[config.mk]
export PLATFORM = sky130hd
export DESIGN_NAME = atomic_gate
export DESIGN_NICKNAME = d
export VERILOG_FILES = /design/src/rtl/atomic_gate.sv
export SDC_FILE = /design/constraint.sdc
export NUM_CORES = 1
export LEC_CHECK = 0
export BUFFER_PORTS_ARGS = -buffer_cell sky130_fd_sc_hd__buf_2
export CORE_ASPECT_RATIO = 0.8
export CORE_MARGIN = 2
export CORE_UTILIZATION = 45
export DETAILED_ROUTE_END_ITERATION = 8
export GPL_ROUTABILITY_DRIVEN = 0
export MAX_ROUTING_LAYER = met4
export PLACE_DENSITY = 0.73
export SYNTH_ARGS = -nofsm -noshare
export SYNTH_HDL_FRONTEND = slang
export SYNTH_SLANG_ARGS = --single-unit
[constraint.sdc]
create_clock -name clk -period 3.5 [get_ports clk]
set_input_delay 0.35 -clock clk [delete_from_list [all_inputs] [get_ports clk]]
set_output_delay 0.35 -clock clk [all_outputs]
set_load 0.01 [all_outputs]
[src/rtl/atomic_gate.sv]
module atomic_gate #(
  parameter int PID_W  = 4,
  parameter int LINE_W = 26,
  parameter int CNT_W  = 4
) (
  input  logic              clk,
  input  logic              rst_n,
  input  logic              req_valid,
  input  logic [2:0]        req_kind,
  input  logic [PID_W-1:0]  req_pid,
  input  logic [LINE_W-1:0] req_line,
  output logic              req_allow,
  output logic              req_issue,
  output logic              sc_fail,
  input  logic              cmp_valid,
  input  logic [2:0]        cmp_kind,
  input  logic [LINE_W-1:0] cmp_line,
  output logic              set_atomic,
  output logic [LINE_W-1:0] set_line,
  output logic              clr_atomic,
  output logic              lock_held,
  output logic [PID_W-1:0]  lock_owner
);
  localparam logic [PID_W-1:0] NO_OWNER = '1;
  localparam logic [CNT_W-1:0] CNT_MAX  = '1;
  localparam logic [CNT_W-1:0] CNT_ONE  = CNT_W'(1);
  localparam logic [2:0] K_ARD = 3'd3;
  localparam logic [2:0] K_AWR = 3'd4;
  localparam logic [2:0] K_LL  = 3'd5;
  localparam logic [2:0] K_SC  = 3'd6;

  logic [PID_W-1:0]  owner_q;
  logic [CNT_W-1:0]  cnt_q;
  logic              resv_v_q;
  logic [LINE_W-1:0] resv_line_q;

  logic held, foreign, is_ard, is_awr, is_sc, bad_awr, bad_ard, resv_hit;

  assign held     = owner_q != NO_OWNER;
  assign foreign  = held && (req_pid != owner_q);
  assign is_ard   = req_kind == K_ARD;
  assign is_awr   = req_kind == K_AWR;
  assign is_sc    = req_kind == K_SC;
  assign bad_awr  = is_awr && !held;
  assign bad_ard  = is_ard && ((cnt_q == CNT_MAX) || (req_pid == NO_OWNER));
  assign resv_hit = resv_v_q && (resv_line_q == req_line);

  assign req_allow  = req_valid && !foreign && !bad_awr && !bad_ard;
  assign sc_fail    = req_allow && is_sc && !resv_hit;
  assign req_issue  = req_allow && !sc_fail;
  assign lock_held  = held;
  assign lock_owner = owner_q;

  always_ff @(posedge clk) begin
    if (!rst_n) begin
      owner_q <= NO_OWNER;
      cnt_q   <= '0;
    end else if (req_issue && is_ard) begin
      owner_q <= req_pid;
      cnt_q   <= cnt_q + CNT_ONE;
    end else if (req_issue && is_awr) begin
      cnt_q <= cnt_q - CNT_ONE;
      if (cnt_q == CNT_ONE) owner_q <= NO_OWNER;
    end
  end

  always_ff @(posedge clk) begin
    if (!rst_n) begin
      resv_v_q    <= 1'b0;
      resv_line_q <= '0;
    end else if (cmp_valid && cmp_kind == K_LL) begin
      resv_v_q    <= 1'b1;
      resv_line_q <= cmp_line;
    end else if (req_issue && is_sc) begin
      resv_v_q <= 1'b0;
    end
  end

  always_ff @(posedge clk) begin
    if (!rst_n) begin
      set_atomic <= 1'b0;
      clr_atomic <= 1'b0;
      set_line   <= '0;
    end else begin
      set_atomic <= cmp_valid && cmp_kind == K_ARD;
      clr_atomic <= cmp_valid && cmp_kind == K_AWR;
      set_line   <= cmp_line;
    end
  end


  owner_count_chk: assert property (@(posedge clk) disable iff (!rst_n)
    (owner_q == NO_OWNER) == (cnt_q == '0));


  foreign_refused_chk: assert property (@(posedge clk) disable iff (!rst_n)
    (req_valid && lock_held && req_pid != lock_owner) |-> !req_allow);


  nest_up_chk: assert property (@(posedge clk) disable iff (!rst_n)
    (req_issue && req_kind == K_ARD) |=> (cnt_q == $past(cnt_q) + CNT_ONE) && lock_owner == $past(req_pid));


  owner_stable_chk: assert property (@(posedge clk) disable iff (!rst_n)
    (lock_held && !(req_issue && req_kind == K_AWR)) |=> $stable(lock_owner));


  sc_fail_blocks_chk: assert property (@(posedge clk) disable iff (!rst_n)
    sc_fail |-> (!req_issue && req_kind == K_SC));


  set_pulse_chk: assert property (@(posedge clk) disable iff (!rst_n)
    (cmp_valid && cmp_kind == K_ARD) |=> (set_atomic && set_line == $past(cmp_line)));


  clr_pulse_chk: assert property (@(posedge clk) disable iff (!rst_n)
    (cmp_valid && cmp_kind == K_AWR) |=> clr_atomic);
endmodule

==> results.json, run 1 <==
{
  "grtUsageMet2_pct": 29.19,
  "post_drt_via_cell_ratio": 4.816,
  "wirelength_microns": 5826,
  "commonest_register_cell_after_synthesis": "sky130_fd_sc_hd__dfxtp_1",
  "nNetsFinal": 449,
  "tns_ps": 0,
  "min_delay_worst_endpoint": "set_atomic",
  "first_pass_grt_wire_length_microns": 9252,
  "type_of_origin_of_the_critical_path": "register",
  "layout-drive-gt1-share_pct": 31.17,
  "area_growth_pct": 29.78,
  "yosys.cell_types.count": 36,
  "largest_net_degree_at_the_start_of_global_routing": 41,
  "fp.dieArea_sq_um": 6388,
  "drv_slew": 0,
  "post-route-drc-count": 0,
  "floorplan.die.height_microns": 71.89,
  "comb_power_share_pct": 10.3,
  "hp-class": "in2reg",
  "grt_antenna_before_repair": 0,
  "regToRegEndpoint": "resv_v_q",
  "routed-via-count": 2230,
  "clock_latency_ps": 340,
  "cts_buffers": 9,
  "timing.reg2reg.worst_path_depth": 5,
  "netSwitchingFraction_pct": 24.55,
  "power_density_nw_per_um2": 461.3,
  "final.min_clock_period_ps": 2503,
  "power_report.internal_total_w": 0.001171,
  "power_leakage_nw": 1.440,
  "clock-sinks": 63,
  "htree_levels": 3,
  "timing.critical_path.arrival_ps": 2150,
  "synth.ff_latch_count": 63,
  "ioPinCount": 102,
  "postSynthCellCount": 279,
  "core-area_sq_um": 5495,
  "seq_area_frac_synth_pct": 48.65,
  "power.share.clock_pct": 41.2,
  "critical_path_fanouts_max": 7,
  "rsz_0062_raised_after_global_routing": "no",
  "reg2reg_setup_slack_ps": 1470,
  "first_global_vias": 2031,
  "grt_usage_pct": 19.48,
  "tightest_slew_ps": 1095,
  "min-delay-start": "cmp_kind[2]",
  "postSynth.asyncResetShare_pct": 0,
  "worst_slew_margin_rel_pct": 26.82,
  "portBuffers": 101,
  "netlist_area_sq_um": 2592,
  "vdd_ir_drop_max_mv": 0.2707,
  "starting_density_pct": 47.18,
  "critPathCaptureType": "output port",
  "finish_stage_setup_viols": 0,
  "post-layout-total-power_w": 0.001552,
  "holdPathStages": 2,
  "synth.net_count": 348,
  "r2r-start": "lock_owner[3]",
  "post_cts_resize_count": 0,
  "postCtsSetupRepairBufs": 0,
  "drt_first_pass_iters": 4,
  "synth_edf_count": 0,
  "fin_ws_ps": 997.4,
  "chipWidth_microns": 88.86,
  "grt_busiest_layer": "met2",
  "dp_hpwl_microns": 4258,
  "global_route.overflow_total": 0,
  "grt_util_met3_pct": 8.646,
  "num_antenna_cells": 0,
  "clock_tree.buffer_depth": 2,
  "maximum_capacitance_violations": 0,
  "yosys_warnings": 0,
  "hold_viol": 0,
  "tritoncts_clock_tree": "done",
  "final.period_utilization_pct": 71.50,
  "clk_pin_slew_ps": 70,
  "worst-endpoint-required_ps": 3150,
  "p_switching_w": 0.0003810,
  "cts_root_buffer": "sky130_fd_sc_hd__clkbuf_8",
  "post_drt_wl_per_cell_microns": 12.58,
  "worst-setup-path-type": "reg2out",
  "cts-hold-fix-buffers": 0,
  "sequentialPowerShare_pct": 48.5,
  "detailedPlace.worstSlack_ps": 1248,
  "outcome": "complete, no violations",
  "std_cell_rows": 24,
  "avgSynthCellArea_sq_um": 9.292,
  "grt_util_met1_pct": 24.39,
  "drt-initial-drc-count": 67,
  "clock_skew_ps": 5.927,
  "timing.fmax_mhz": 399.6,
  "ant_nets": 0
}
critical path, cell delays in order, from the launching register on:
cell and delay, ps:
sky130_fd_sc_hd__dfxtp_1 440, sky130_fd_sc_hd__ha_1 210, sky130_fd_sc_hd__nand3_1 80, sky130_fd_sc_hd__a21boi_0 430
sky130_fd_sc_hd__or3_1 320, sky130_fd_sc_hd__inv_1 70, sky130_fd_sc_hd__and2_1 140, sky130_fd_sc_hd__buf_2 130
Yosys cell counts (2+ instances only):
cell / count / share of area [%]
sky130_fd_sc_hd__nand3_1: 4 / 0.77
sky130_fd_sc_hd__clkbuf_1: 11 / 1.6
sky130_fd_sc_hd__and3b_1: 2 / 0.68
sky130_fd_sc_hd__nor4_1: 4 / 0.97
sky130_fd_sc_hd__ha_1: 3 / 1.4
sky130_fd_sc_hd__or4_1: 2 / 0.58
sky130_fd_sc_hd__nand2_1: 56 / 8.1
sky130_fd_sc_hd__or3_1: 2 / 0.48
sky130_fd_sc_hd__dfxtp_1: 63 / 49
sky130_fd_sc_hd__mux2i_1: 2 / 0.77
sky130_fd_sc_hd__o22a_1: 3 / 1.0
sky130_fd_sc_hd__and2_1: 27 / 6.5
sky130_fd_sc_hd__nand4_1: 9 / 2.2
sky130_fd_sc_hd__xnor2_1: 15 / 5.1
sky130_fd_sc_hd__xor2_1: 15 / 5.1
sky130_fd_sc_hd__a21boi_0: 29 / 8.4
sky130_fd_sc_hd__and3_1: 2 / 0.48
sky130_fd_sc_hd__nor2_1: 4 / 0.58
sky130_fd_sc_hd__o21ai_0: 3 / 0.58
sky130_fd_sc_hd__nor3_1: 3 / 0.58
sky130_fd_sc_hd__inv_1: 4 / 0.58
sky130_fd_sc_hd__o21a_1: 2 / 0.58
logic make-up (layout without fill, tap and decap cells):
group	Yosys count	after routing	synth area share, %
buffers and inverters	16	122	2.365
XOR/XNOR	30	30	10.14
AO/OA/AOI/OAI	45	45	13.27
flip-flops	63	63	48.65
AND/OR/NAND/NOR	120	120	23.36
multiplexers	2	2	0.7722
adder cells (fa/ha/maj)	3	3	1.448
power by group through the flow:
stage	clock (W)	sequential (W)	combinational (W)
floorplan	0	0.000778	0.0000718
global placement	0	0.000768	0.000158
detailed placement	0	0.000769	0.000160
CTS	0.000654	0.000752	0.000161
global route	0.000693	0.000755	0.000177
finish	0.000640	0.000753	0.000160
flip-flops by register name, indices dropped and copies added (netlist names):
register,cells
set_line,26
set_atomic,1
cnt_q,4
lock_owner,4
resv_line_q,26
resv_v_q,1
clr_atomic,1
placed cells by master (no fill, tap or decap), drive strengths merged:
cell type / instances
a211o: 1
a21boi: 29
a21o: 1
a22oi: 1
a41oi: 1
and2: 27
and3: 2
and3b: 2
buf: 102
bufinv: 1
clkbuf: 10
clkinv: 2
clkinvlp: 3
dfxtp: 63
ha: 3
inv: 4
mux2i: 2
nand2: 56
nand2b: 1
nand3: 4
nand4: 9
nor2: 4
nor2b: 1
nor3: 3
nor3b: 1
nor4: 4
nor4b: 1
o21a: 2
o21ai: 3
o22a: 4
o31ai: 1
o41a: 1
o41ai: 1
or3: 2
or3b: 1
or4: 2
xnor2: 15
xor2: 15
metrics by stage:
stage / hold WS, ps / std cells / area, sq um / util, %
5_1_grt: 163.1 / 463 / 3364 / 61.22
2_1_floorplan: 422.3 / 279 / 2592 / -
6_report: 182.3 / 463 / 3364 / 61.22
3_5_place_dp: 469.4 / 447 / 3157 / 57.45
4_1_cts: 169.2 / 463 / 3364 / 61.22
3_3_place_gp: 462.2 / 447 / 3157 / 57.45
layout make-up:
cell class,count,area (sq um)
Clock inverter,6,70.07
Multi-Input combinational cell,200,1270
Sequential cell,63,1261
Clock buffer,10,137.6
Inverter,4,15.01
Tap cell,78,97.59
Timing Repair Buffer,102,513.0
Fill cell,505,2131
per-layer routing:
metal / routed length [microns] / part of all wire [%] / vias up
li1: - / - / 1140
met4: 61 / 1.0 / 0
met3: 420 / 7.2 / 9
met5: 0 / 0 / -
met1: 2693 / 46 / 1003
met2: 2651 / 46 / 78
worst max path at each step:
stage | startpoint | to | slack (ps) | cells past startpoint
6_report | cnt_q[0] | req_issue | 1000 | 7
5_1_grt | cnt_q[0] | req_issue | 760 | 7
4_1_cts | lock_owner[3] | req_issue | 990 | 6
3_5_place_dp | req_pid[3] | req_issue | 1250 | 7
3_3_place_gp | req_pid[3] | req_issue | 1270 | 7
2_1_floorplan | lock_owner[3] | req_issue | 1410 | 6
Note: power is estimated with default switching activity, not from simulation.
==> run 2, diff against run 1 <==
--- a/config.mk
+++ b/config.mk
@@ -8,7 +8,7 @@
 export BUFFER_PORTS_ARGS = -buffer_cell sky130_fd_sc_hd__buf_2
 export CORE_ASPECT_RATIO = 0.8
 export CORE_MARGIN = 2
-export CORE_UTILIZATION = 45
+export CORE_UTILIZATION = 43
 export DETAILED_ROUTE_END_ITERATION = 8
 export GPL_ROUTABILITY_DRIVEN = 0
 export MAX_ROUTING_LAYER = met4
==> constraint.sdc (replaced) <==
create_clock -name clk -period 2 [get_ports clk]
set_input_delay 0.2 -clock clk [delete_from_list [all_inputs] [get_ports clk]]
set_output_delay 0.2 -clock clk [all_outputs]
set_load 0.01 [all_outputs]
==> run 2 against run 1 <==
Against the previous run:
- the flow now finishes with violations (setup timing)
- first-iteration DRC count is 12% higher
- setup slack worse by 1100 ps
- final cell count is 3.5% higher
- critical endpoint unchanged
==> results.json, run 2 (synthesized netlist as in run 1, its figures left out) <==
{
  "cp_slowest_stage_delay_ps": 400,
  "rsz_0062_raised_after_global_routing": "yes",
  "layout_common_cells": "100 x sky130_fd_sc_hd__buf_2, 56 x sky130_fd_sc_hd__nand2_1, 52 x sky130_fd_sc_hd__dfxtp_1, 29 x sky130_fd_sc_hd__a21boi_0, 27 x sky130_fd_sc_hd__and2_1",
  "critical_path_fanouts_max": 4,
  "post-route-drc-count": 0,
  "core-area_sq_um": 5881,
  "maximum_capacitance_violations": 0,
  "hold_slack_ps": 32.74,
  "critical_path.slowest_cell": "sky130_fd_sc_hd__o41a_1",
  "first_pass_grt_wire_length_microns": 9784,
  "timing.fmax_mhz": 467.9,
  "cts-hold-fix-buffers": 0,
  "post_drt_via_cell_ratio": 4.781,
  "clock-sinks": 63,
  "grt_usage_pct": 19.22,
  "fin_ws_ps": -137.2,
  "wirelength_microns": 6121,
  "fillcell_total": 560,
  "floorplan.die.height_microns": 73.45,
  "cts_root_buffer": "sky130_fd_sc_hd__clkbuf_8",
  "power_density_nw_per_um2": 769.4,
  "portBuffers": 101,
  "biggestRegsByFlops": "resv_line_q: 26 flops, set_line: 26 flops",
  "fp.dieArea_sq_um": 6670,
  "nNetsFinal": 463,
  "violations": "setup timing",
  "clock_tree.buffer_depth": 2,
  "drt-met1-wl_microns": 2805,
  "clock_skew_ps": 7.209,
  "std_cell_rows": 25,
  "final.min_clock_period_ps": 2137,
  "worst-endpoint-required_ps": 1800,
  "starting_density_pct": 44.09,
  "final.period_utilization_pct": 106.9,
  "tns_ps": -273.0,
  "clock_latency_ps": 340,
  "chipWidth_microns": 90.81,
  "layout.area.seq_sq_um": 1275,
  "wl_met2_microns": 2863,
  "hold_viol": 0,
  "vdd_ir_drop_max_mv": 0.6030,
  "post_drt_wl_per_cell_microns": 12.78,
  "hp-class": "in2reg",
  "clk_pin_slew_ps": 60,
  "area_growth_pct": 37.45,
  "grt_antenna_before_repair": 0,
  "layout-drive-gt1-share_pct": 39.20,
  "drt-initial-drc-count": 75,
  "power_leakage_nw": 1.550,
  "ant_nets": 0,
  "number_of_buffer_and_inverter_instances_along_the_worst_setup_path": 2,
  "tightest_slew_ps": 452.6,
  "top_layer_used": "met4",
  "outcome": "finished, violations left",
  "worst_slew_margin_rel_pct": 69.75,
  "tritoncts_clock_tree": "done",
  "multi_input_comb_area_sq_um": 1346,
  "num_antenna_cells": 0,
  "critPathCaptureType": "output port",
  "drt_first_pass_iters": 4,
  "htree_levels": 3,
  "ioPinCount": 102,
  "largest_net_degree_at_the_start_of_global_routing": 44,
  "dp_hpwl_microns": 4267,
  "worst_path_dominant_cell_family": "simple AND/OR/NAND/NOR gates",
  "cts_buffers": 9,
  "finish_stage_setup_viols": 3,
  "type_of_origin_of_the_critical_path": "register",
  "global_route.overflow_total": 0,
  "routed-via-count": 2290,
  "first_global_vias": 2253,
  "critical_path.cell_chain": "xor2_1, o41a_1, or3_4, inv_2, and2_1, buf_2",
  "drv_slew": 0,
  "timing.critical_path.arrival_ps": 1940,
  "met3_length_microns": 364,
  "mostFrequentLayoutCell": "sky130_fd_sc_hd__buf_2",
  "worst-setup-path-type": "reg2out"
}
## run 2: changes by cell type in the layout (fill, tap and decap cells not counted), sizes merged
| cell | change |
|---|---|
| buf | +14 |
| clkinvlp | -2 |
| clkbuf | +2 |
| clkinv | -1 |
## run 2: power by group
part	switching [W]	total (W)	leakage (nW)	internal (W)
sequential	0.0000177	0.00132	0.519	0.00130
combinational	0.000154	0.000320	0.933	0.000166
clock	0.000469	0.00110	0.0985	0.000635
total	0.000641	0.00274	1.55	0.00210
## run 2: through the flow
stage / total power [W] / utilization [%] / cell area (sq um) / setup slack (ps) / instances
2_1_floorplan: 0.001486 / - / 2592 / 61.30 / 279
3_3_place_gp: 0.001628 / 54.77 / 3221 / 91.32 / 458
3_5_place_dp: 0.001635 / 54.77 / 3221 / 61.29 / 458
4_1_cts: 0.002759 / 59.04 / 3472 / -149.4 / 477
5_1_grt: 0.002858 / 60.60 / 3563 / -221.3 / 479
6_report: 0.002742 / 60.60 / 3563 / -137.2 / 479
## run 2: layer usage
layer | vias up | GRT usage (%)
met2 | 68 | 31.18
met4 | 0 | 7.576
li1 | 1166 | -
met5 | - | -
met1 | 1047 | 22.30
met3 | 9 | 6.564
## run 2: final cells by class
type	count	share of cell area (%)
tap	81	2.844
inverter	4	0.4213
sequential	63	35.78
clock inverter	3	1.194
multi-input combinational	200	37.78
clock buffer	12	4.354
timing repair buffer	116	17.63
## run 2: final timing paths
path / start / endpoint / slack [ps] / cells after the start
hold / removal: cmp_kind[2] / set_atomic / 30 / 2
setup reg to reg: lock_owner[1] / resv_v_q / 60 / 6
setup / recovery: lock_owner[1] / req_issue / -140 / 6
hold reg to reg: resv_line_q[8] / resv_line_q[8] / 470 / 2
## run 2: timing repair
item                                    CTS  global route
endpoints found under the setup margin    3            10
gates resized for setup                  10            17
pin swaps                                 5            16
setup buffers                             4             2
